==> config.mk <==
export PLATFORM = sky130hd
export DESIGN_NAME = attr_pixel_pipe
export DESIGN_NICKNAME = d
export VERILOG_FILES = /design/src/rtl/attr_pipe_pkg.sv /design/src/rtl/attr_regs.sv /design/src/rtl/attr_blink_timer.sv /design/src/rtl/attr_serializer.sv /design/src/rtl/attr_pixel_pipe.sv
export SDC_FILE = /design/constraint.sdc
export NUM_CORES = 1
export LEC_CHECK = 0
export CAP_MARGIN = 20
export CORE_ASPECT_RATIO = 1.4
export CORE_MARGIN = 2
export CORE_UTILIZATION = 55
export CTS_CLUSTER_SIZE = 25
export DETAILED_ROUTE_END_ITERATION = 6
export PLACE_DENSITY_LB_ADDON = 0.12
export SETUP_SLACK_MARGIN = 0.3
export SYNTH_ARGS = -nofsm -noshare
export SYNTH_HDL_FRONTEND = slang
export SYNTH_HIERARCHICAL = 1
export SYNTH_SLANG_ARGS = --single-unit
==> constraint.sdc <==
create_clock -name clk -period 3.2 [get_ports clk]
set_input_delay 0.64 -clock clk [delete_from_list [all_inputs] [get_ports clk]]
set_output_delay 0.64 -clock clk [all_outputs]
set_load 0.005 [all_outputs]
==> src/rtl/attr_pipe_pkg.sv <==
package attr_pipe_pkg;
  localparam int IDX_W   = 4;
  localparam int PAL_W   = 6;
  localparam int GLYPH_W = 8;
  localparam int ATTR_W  = 8;
  localparam int ADDR_W  = 5;
  localparam int BLINK_W = 5;
  localparam int DOT_W   = 4;

  localparam logic [ADDR_W-1:0] ADDR_MODE = 5'h10;
  localparam logic [ADDR_W-1:0] ADDR_MASK = 5'h11;

  localparam int MODE_GFX_BIT   = 0;
  localparam int MODE_NINE_BIT  = 2;
  localparam int MODE_BLINK_BIT = 3;

  typedef struct packed {
    logic blink_en;
    logic nine_dot;
    logic gfx;
  } mode_t;

  // Character-mode colour index from the attribute and the dot decision.
  function automatic logic [IDX_W-1:0] text_index(input logic [ATTR_W-1:0] attr,
                                                  input logic fg,
                                                  input logic blink_en);
    if (fg) return attr[IDX_W-1:0];
    return {attr[ATTR_W-1] & ~blink_en, attr[ATTR_W-2:IDX_W]};
  endfunction

  // Graphics blink: the top index bit is dropped during the off phase.
  function automatic logic [IDX_W-1:0] gfx_blink(input logic [IDX_W-1:0] idx,
                                                 input logic dim);
    return {idx[IDX_W-1] & ~dim, idx[IDX_W-2:0]};
  endfunction
endpackage

==> src/rtl/attr_regs.sv <==
module attr_regs
  import attr_pipe_pkg::*;
#(
  parameter int IW = IDX_W,
  parameter int PW = PAL_W,
  parameter int AW = ADDR_W
) (
  input  logic          clk,
  input  logic          rst_n,
  input  logic          we,
  input  logic [AW-1:0] addr,
  input  logic [PW-1:0] wdata,
  input  logic [IW-1:0] rd_idx,
  output logic [PW-1:0] rd_data,
  output mode_t         mode,
  output logic [IW-1:0] plane_mask
);
  localparam int N = 1 << IW;

  logic [PW-1:0] pal_q [N];

  generate
    for (genvar i = 0; i < N; i++) begin : g_pal
      always_ff @(posedge clk or negedge rst_n) begin
        if (!rst_n)                       pal_q[i] <= '0;
        else if (we && addr == AW'(i))    pal_q[i] <= wdata;
      end
    end
  endgenerate

  always_ff @(posedge clk or negedge rst_n) begin
    if (!rst_n) begin
      mode       <= '0;
      plane_mask <= '0;
    end else if (we) begin
      if (addr == ADDR_MODE) begin
        mode.gfx      <= wdata[MODE_GFX_BIT];
        mode.nine_dot <= wdata[MODE_NINE_BIT];
        mode.blink_en <= wdata[MODE_BLINK_BIT];
      end
      if (addr == ADDR_MASK) plane_mask <= wdata[IW-1:0];
    end
  end

  assign rd_data = pal_q[rd_idx];
endmodule

==> src/rtl/attr_blink_timer.sv <==
module attr_blink_timer
  import attr_pipe_pkg::*;
#(
  parameter int BW = BLINK_W
) (
  input  logic          clk,
  input  logic          rst_n,
  input  logic          vsync,
  output logic          vs_rise,
  output logic [BW-1:0] blink_cnt,
  output logic          blink_off
);
  logic vs_q;

  always_ff @(posedge clk or negedge rst_n) begin
    if (!rst_n) begin
      vs_q      <= 1'b0;
      blink_cnt <= '0;
    end else begin
      vs_q <= vsync;
      if (vs_rise) blink_cnt <= blink_cnt + 1'b1;
    end
  end

  assign vs_rise   = vsync & ~vs_q;
  assign blink_off = blink_cnt[BW-1];
endmodule

==> src/rtl/attr_serializer.sv <==
module attr_serializer
  import attr_pipe_pkg::*;
#(
  parameter int GW = GLYPH_W,
  parameter int AW = ATTR_W,
  parameter int DW = DOT_W
) (
  input  logic          clk,
  input  logic          rst_n,
  input  logic          load,
  input  logic [GW-1:0] glyph,
  input  logic [AW-1:0] attr,
  input  logic          line_gfx,
  input  logic          cursor,
  input  logic          nine_dot,
  input  logic          blink_en,
  input  logic          blink_off,
  output logic [AW-1:0] attr_q,
  output logic [DW-1:0] dot_idx,
  output logic          fg_sel
);
  localparam int SW = $clog2(GW);

  logic [GW-1:0] glyph_q;
  logic [GW-1:0] glyph_rev;
  logic          lg_q;
  logic          cur_q;
  logic          dot_bit;
  logic          blank;

  always_ff @(posedge clk or negedge rst_n) begin
    if (!rst_n) begin
      glyph_q <= '0;
      attr_q  <= '0;
      lg_q    <= 1'b0;
      cur_q   <= 1'b0;
      dot_idx <= '1;
    end else if (load) begin
      glyph_q <= glyph;
      attr_q  <= attr;
      lg_q    <= line_gfx;
      cur_q   <= cursor;
      dot_idx <= '0;
    end else if (dot_idx != '1) begin
      dot_idx <= dot_idx + 1'b1;
    end
  end

  // Leftmost dot first: reverse so the dot counter indexes directly.
  generate
    for (genvar b = 0; b < GW; b++) begin : g_rev
      assign glyph_rev[b] = glyph_q[GW-1-b];
    end
  endgenerate

  always_comb begin
    if (dot_idx < DW'(GW))       dot_bit = glyph_rev[dot_idx[SW-1:0]];
    else if (dot_idx == DW'(GW)) dot_bit = nine_dot & lg_q & glyph_q[0];
    else                         dot_bit = 1'b0;
  end

  assign blank  = blink_en & attr_q[AW-1] & blink_off;
  assign fg_sel = (dot_bit & ~blank) | cur_q;
endmodule

==> src/rtl/attr_pixel_pipe.sv <==
module attr_pixel_pipe
  import attr_pipe_pkg::*;
(
  input  logic               clk,
  input  logic               rst_n,
  input  logic               reg_we,
  input  logic [ADDR_W-1:0]  reg_addr,
  input  logic [PAL_W-1:0]   reg_wdata,
  input  logic               load_strobe,
  input  logic [GLYPH_W-1:0] glyph_in,
  input  logic [ATTR_W-1:0]  attr_in,
  input  logic               line_gfx,
  input  logic               cursor_in,
  input  logic               vsync,
  output logic [PAL_W-1:0]   pix_out
);
  mode_t               mode;
  logic [IDX_W-1:0]    plane_mask;
  logic [PAL_W-1:0]    pal_data;
  logic                vs_rise;
  logic [BLINK_W-1:0]  blink_cnt;
  logic                blink_off;
  logic [ATTR_W-1:0]   attr_q;
  logic [DOT_W-1:0]    dot_idx;
  logic                fg_sel;
  logic [IDX_W-1:0]    gfx_pix_q;
  logic [IDX_W-1:0]    idx_raw;
  logic [IDX_W-1:0]    idx_masked;
  logic [IDX_W-1:0]    idx_final;
  logic                text_load;

  attr_regs #(.IW(IDX_W), .PW(PAL_W), .AW(ADDR_W)) u_regs (
    .clk        (clk),
    .rst_n      (rst_n),
    .we         (reg_we),
    .addr       (reg_addr),
    .wdata      (reg_wdata),
    .rd_idx     (idx_final),
    .rd_data    (pal_data),
    .mode       (mode),
    .plane_mask (plane_mask)
  );

  attr_blink_timer #(.BW(BLINK_W)) u_blink (
    .clk       (clk),
    .rst_n     (rst_n),
    .vsync     (vsync),
    .vs_rise   (vs_rise),
    .blink_cnt (blink_cnt),
    .blink_off (blink_off)
  );

  assign text_load = load_strobe & ~mode.gfx;

  attr_serializer #(.GW(GLYPH_W), .AW(ATTR_W), .DW(DOT_W)) u_ser (
    .clk       (clk),
    .rst_n     (rst_n),
    .load      (text_load),
    .glyph     (glyph_in),
    .attr      (attr_in),
    .line_gfx  (line_gfx),
    .cursor    (cursor_in),
    .nine_dot  (mode.nine_dot),
    .blink_en  (mode.blink_en),
    .blink_off (blink_off),
    .attr_q    (attr_q),
    .dot_idx   (dot_idx),
    .fg_sel    (fg_sel)
  );

  always_ff @(posedge clk or negedge rst_n) begin
    if (!rst_n) gfx_pix_q <= '0;
    else        gfx_pix_q <= attr_in[IDX_W-1:0];
  end

  assign idx_raw    = mode.gfx ? gfx_pix_q : text_index(attr_q, fg_sel, mode.blink_en);
  assign idx_masked = idx_raw & plane_mask;
  assign idx_final  = mode.gfx ? gfx_blink(idx_masked, mode.blink_en & blink_off)
                               : idx_masked;

  always_ff @(posedge clk or negedge rst_n) begin
    if (!rst_n) pix_out <= '0;
    else        pix_out <= pal_data;
  end
endmodule

Word-level counts from Yosys, hierarchy flattened
Index checks and enable logic that the tools add are counted.

storage, ports and cells
  memory bits (writable) = 0
  memory bits (read-only) = 0
  memories kept = 0
  register bits after elaboration = 141
  output and inout bits = 6
  word-level logic and storage cells = 105
  input bits = 34
  bits in latches = 0

cells by class
  bitwise gates (word level) = 18
  divide/modulo/power cells = 0
  shift operators = 0
  magnitude comparators = 3
  $add $sub $neg = 2
  eq/ne operators = 19
  multiplexer cells = 14
  reductions and logical operators = 20
  $mul = 0

operators by type and width
  cell                                                                   count
  5-bit by 4-bit == test with 1-bit output (second input constant)       8
  6-bit binary-select mux with 4-bit select                              1
  4-bit 2-to-1 mux                                                       6
  5-bit by 3-bit == test with 1-bit output (second input constant)       4
  1-bit logical AND                                                      16
  6-bit 2-to-1 mux                                                       2
  1-bit AND                                                              10
  5-bit by 2-bit == test with 1-bit output (second input constant)       2
  5-bit == test (second input constant)                                  2
  5-bit by 1-bit adder with 5-bit output (second input constant)         1
  5-bit by 1-bit == test with 1-bit output (second input constant)       1
  5-bit greater-or-equal comparator (second input constant)              1
  5-bit logical NOT                                                      1
  1-bit NOT                                                              5
  4-bit NOT with 5-bit output                                            1
  4-bit by 1-bit adder with 4-bit output (second input constant)         1
  4-bit AND                                                              1
  4-bit == test (second input constant)                                  1
  3-bit by 4-bit < comparator with 1-bit output (second input constant)  1
  4-bit < comparator (second input constant)                             1
  1-bit 2-to-1 mux                                                       4
  4-bit != test (second input constant)                                  1
  2-bit AND reduction                                                    2
  1-bit binary-select mux with 3-bit select                              1
  2 further kinds                                                        2

Longest topological paths before layout
  word-level depth = 16
  mapped depth = 13
  mapped depth without buffers = 10

Hierarchy
Netlist, hierarchy kept.

modules (own cells, without submodules)
  module            cells each  area an instance (um^2)  seq. area each (um^2)  times used
  attr_regs         296         4707.0                   2577.5                 1
  attr_serializer   74          1002.2                   555.5                  1
  attr_pixel_pipe   25          381.6                    250.2                  1
  attr_blink_timer  18          261.5                    150.1                  1

Worst setup path after synthesis
No wires, ideal clock.

  kind = register -> register
  start = register u_ser.dot_idx[0]
  end = register pix_out[4]
  setup time = 0.124 ns
  path slack = 0.385 ns
  stages on the path, launching flop included = 12
  required time = 3.076 ns
  period minus slack after synthesis = 2.815 ns
  path buffers = 3
  arrival time = 2.691 ns
  path through = dfstp_2 buf_6 nor4bb_1 a311oi_1 a41o_1 mux2_2 o211a_1 buf_2 buf_4 mux4_2 a22oi_1 nand2_1

RTL lines
  item                                                                        RTL line                                      text
  start, declared                                                             attr_serializer.sv:19                         output logic [DW-1:0] dot_idx,
  start signal, assigned                                                      attr_serializer.sv:45                         dot_idx <= dot_idx + 1'b1;
  1-bit binary-select mux with 3-bit select or 4-bit == test (tied branches)  attr_serializer.sv:57, attr_serializer.sv:58
  1-bit 2-to-1 mux, on equally long branches                                  attr_serializer.sv:57, attr_serializer.sv:58
  1-bit 2-to-1 mux *                                                          attr_serializer.sv:57                         if (dot_idx < DW'(GW)) dot_bit = glyph_rev[dot_idx[SW-1:0]];
  1-bit AND *                                                                 attr_serializer.sv:63                         assign fg_sel = (dot_bit & ~blank) | cur_q;
  1-bit bitwise OR *                                                          attr_serializer.sv:63
  named net fg_sel                                                            attr_pixel_pipe.sv:25                         logic fg_sel;
  1-bit 2-to-1 mux *                                                          attr_pipe_pkg.sv:27                           if (fg) return attr[IDX_W-1:0];
  4-bit 2-to-1 mux *                                                          attr_pipe_pkg.sv:28                           return {attr[ATTR_W-1] & ~blink_en, attr[ATTR_W-2:IDX_W]};
  4-bit 2-to-1 mux *                                                          attr_pixel_pipe.sv:76                         assign idx_raw = mode.gfx ? gfx_pix_q : text_index(attr_q, fg_sel, mode.blink_en);
  4-bit AND *                                                                 attr_pixel_pipe.sv:77                         assign idx_masked = idx_raw & plane_mask;
  4-bit 2-to-1 mux *                                                          attr_pixel_pipe.sv:78                         assign idx_final = mode.gfx ? gfx_blink(idx_masked, mode.blink_en & blink_off)
  named net idx_final[0]                                                      attr_pixel_pipe.sv:29                         logic [IDX_W-1:0] idx_final;
  4-bit NOT with 5-bit output (not written as such) *                         attr_regs.sv:45                               assign rd_data = pal_q[rd_idx];
  6-bit binary-select mux with 4-bit select *                                 attr_regs.sv:45
  6-bit 2-to-1 mux (not written as such) * (2 in series)                      attr_regs.sv:45
  named net pal_data[4]                                                       attr_pixel_pipe.sv:19                         logic [PAL_W-1:0] pal_data;
  end signal, assigned                                                        attr_pixel_pipe.sv:83                         else pix_out <= pal_data;
  end, declared                                                               attr_pixel_pipe.sv:15                         output logic [PAL_W-1:0] pix_out

The timed path passes the listed nets; every way through them passes the cells marked *. The select of a mux whose other input is x is not followed.
A chain may end at the register's enable or synchronous reset.

Worst setup path in the final report
Same ends and word-level chain as after synthesis.

==> results by group <==
Power and ir drop
  • NetSw: 1.51 mW
  • Internal power: 4.17 mW
  • Sw Share: 26.6%
  • P_leak: 3.36 nW
  • Clock group share of total power: 33.2%
  • Power per cell area: 738 nW/µm²
  • Sequential share of power: 42.9%
  • Logic gate share of total power: 23.9%
  • VDD IR max: 0.351 mV

Placement
  • DP HPWL: 8760 µm
  • Post-Place Cells: 581
  • GP Congestion: 0.753
  • IO buf count: 39

Worst setup path
  • CP Max Fanout: 8
  • Max incr delay on CP: 0.64 ns
  • Crit Reg-Reg Endpoint: pix_out[4]
  • Slowest CP cell: dfstp_2
  • CP Cell Sequence: mux2i_1, a32oi_1, a41o_1, mux2_4, o211a_4, clkbuf_16, mux4_2, a22oi_2, nand2_1
  • CP startpoint kind: flop
  • R2R Path Start: u_ser/dot_idx[0]
  • CP Class: reg -> reg
  • Worst EP arrival: 3.26 ns
  • R2r setup slk: 0.23 ns
  • WP data required: 3.49 ns
  • Worst R2R Path Depth: 9
  • Worst setup EP type: flop

Clocking
  • Clock transition at path regs: 0.06 ns
  • Total number of clock tree sinks: 141
  • # H-tree levels: 4
  • CTS tree: yes
  • Num CTS Buffers: 17
  • Clock latency at the later pin of the worst-skew pair: 0.41 ns
  • Clock root cell: clkbuf_16
  • Max Buffers Root-to-Sink: 2

STA
  • Clk_skew: 0.00673 ns
  • Slew @ Worst Pin: 0.746 ns
  • Setup Total Neg Slack: 0 ns
  • Fin crit period: 2.97 ns
  • Slew Viols, Final: 0
  • F_max: 337 MHz
  • RSZ-0062 raised after global routing: yes
  • Crit share post-route: 92.7%
  • Fin. Hold Viols: 0
  • Slew headroom: 50.3%
  • Final Setup Violations: 0

Run
  • Max Cap Viol: 0

Floorplanning
  • Die X: 94.8 µm
  • Area of the die: 12,400 µm²
  • # rows: 46
  • Core box area: 11,300 µm²
  • Ports: 40
  • Initial Util: 56.2%
  • Die Y: 131 µm

Synthesis
  • Post-Syn Nets: 449
  • Yosys warnings: 6
  • Post-Syn Instances: 412
  • Area of the mapped netlist: 6340 µm²
  • Syn_area_per_cell: 15.4 µm²

Finish
  • Layout Cells excl Fill: 622
  • Layout cell share with drive strength beyond 1: 47.3%
  • # fillers: 811
  • Final net count: 502
  • Most frequent cells in the layout: dfrtp_1 (137), mux2_2 (116), clkdlybuf4s50_1 (38), mux4_2 (24)
  • Area Growth Syn to Fin: 21.2%
  • Final core utilization: 68.2%
  • Most common cell after layout, fill and taps aside: dfrtp_1
  • Ant. Diodes: 0

Global routing
  • Total grt overflow: 0
  • First-pass GRT wire length: 21,000 µm
  • Grt met1 use: 28.5%
  • Initial antenna violation count: 0
  • Largest net degree at the start of global routing: 83
  • Vias in the first global route: 3,869
  • Global routing's busiest layer: met2
  • Grt met3 use: 5.32%
  • GR Util All Layers: 23.2%
  • Met2 Usage GRT: 39.0%

Route
  • Wire per inst: 21.9 µm
  • Routed vias: 3,700
  • DRT iter0 DRCs: 174
  • First-pass detailed-route iteration total: 5
  • Final WL: 13,600 µm
  • Final ANT Viol Nets: 0
  • DRC errors left: 0
  • Vias per cell: 5.95

Run status
  • Run status: completed

Worst hold path
  • Min-delay worst type: in -> async
-- sequential cells by signal (all words and copies together) (netlist names) --
register / cells
gfx_pix_q: 4
pix_out: 6
u_blink/blink_cnt: 5
u_blink/vs_q: 1
u_regs/mode: 3
u_regs/pal_q: 96
u_regs/plane_mask: 4
u_ser/attr_q: 8
u_ser/cur_q: 1
u_ser/dot_idx: 4
u_ser/glyph_q: 8
u_ser/lg_q: 1
-- final cells by class --
cell class	count	area, µm²	share of cell area, %
Sequential cell	141	3530	45.9
Clock inverter	10	116	1.51
Tap cell	144	180	2.34
Timing Repair Buffer	56	621	8.07
Clock buffer	22	454	5.91
Inverter	3	11.3	0.146
Multi-Input combinational cell	246	2770	36.1
-- power groups by stage --
stage	clock network [mW]	logic [mW]	registers [mW]
after CTS	1.93	1.26	2.43
after floorplan	0	0.857	2.35
after global routing	2.00	1.45	2.48
after global placement	0	1.13	2.44
final	1.89	1.36	2.43
after detailed placement	0	1.17	2.46
-- worst max-delay path: cells and delay by family, from the launching register on --
kind                   cells  cell delay (ns)
AO/OA/AOI/OAI              4             0.97
multiplexers               3             0.96
flip-flops                 1             0.64
buffers and inverters      1             0.18
AND/OR/NAND/NOR            1             0.11
-- layer usage --
layer	wire length [µm]	vias to the layer above
li1	-	1638
met1	5680	1957
met2	7020	80
met3	525	25
met4	403	0
met5	0	-
-- stage by stage --
step	hold WS, ns	total power, mW	instance area [µm²]	setup slack (ns)
after floorplan	0.344	3.21	6340	0.385
after global placement	0.463	3.57	6880	0.0725
after detailed placement	0.464	3.63	6880	0.0120
after CTS	0.303	5.62	7560	0.232
after global routing	0.336	5.94	7690	0.176
final	0.283	5.68	7690	0.233
-- timing repair --
| item | 4_1_cts | 5_1_grt |
|---|---|---|
| endpoints found under the hold margin | 0 | 0 |
| gates resized for setup | 15 | 12 |
| pin swaps | 3 | 12 |
| setup buffers | 3 | 3 |
| gates cloned | 1 | 2 |
| hold buffers | 0 | 0 |
| endpoints found under the setup margin | 6 | 6 |
-- worst max-delay path by stage --
stage,cells after the start,slack (ns),startpoint,end
floorplan,11,0.39,u_ser/dot_idx[0],pix_out[4]
global placement,9,0.07,u_ser/dot_idx[0],pix_out[3]
detailed placement,9,0.01,u_ser/dot_idx[0],pix_out[3]
CTS,12,0.23,u_ser/dot_idx[0],pix_out[4]
global route,9,0.18,u_ser/dot_idx[0],pix_out[0]
finish,9,0.23,u_ser/dot_idx[0],pix_out[4]
Power figures use the tool's default switching activity.
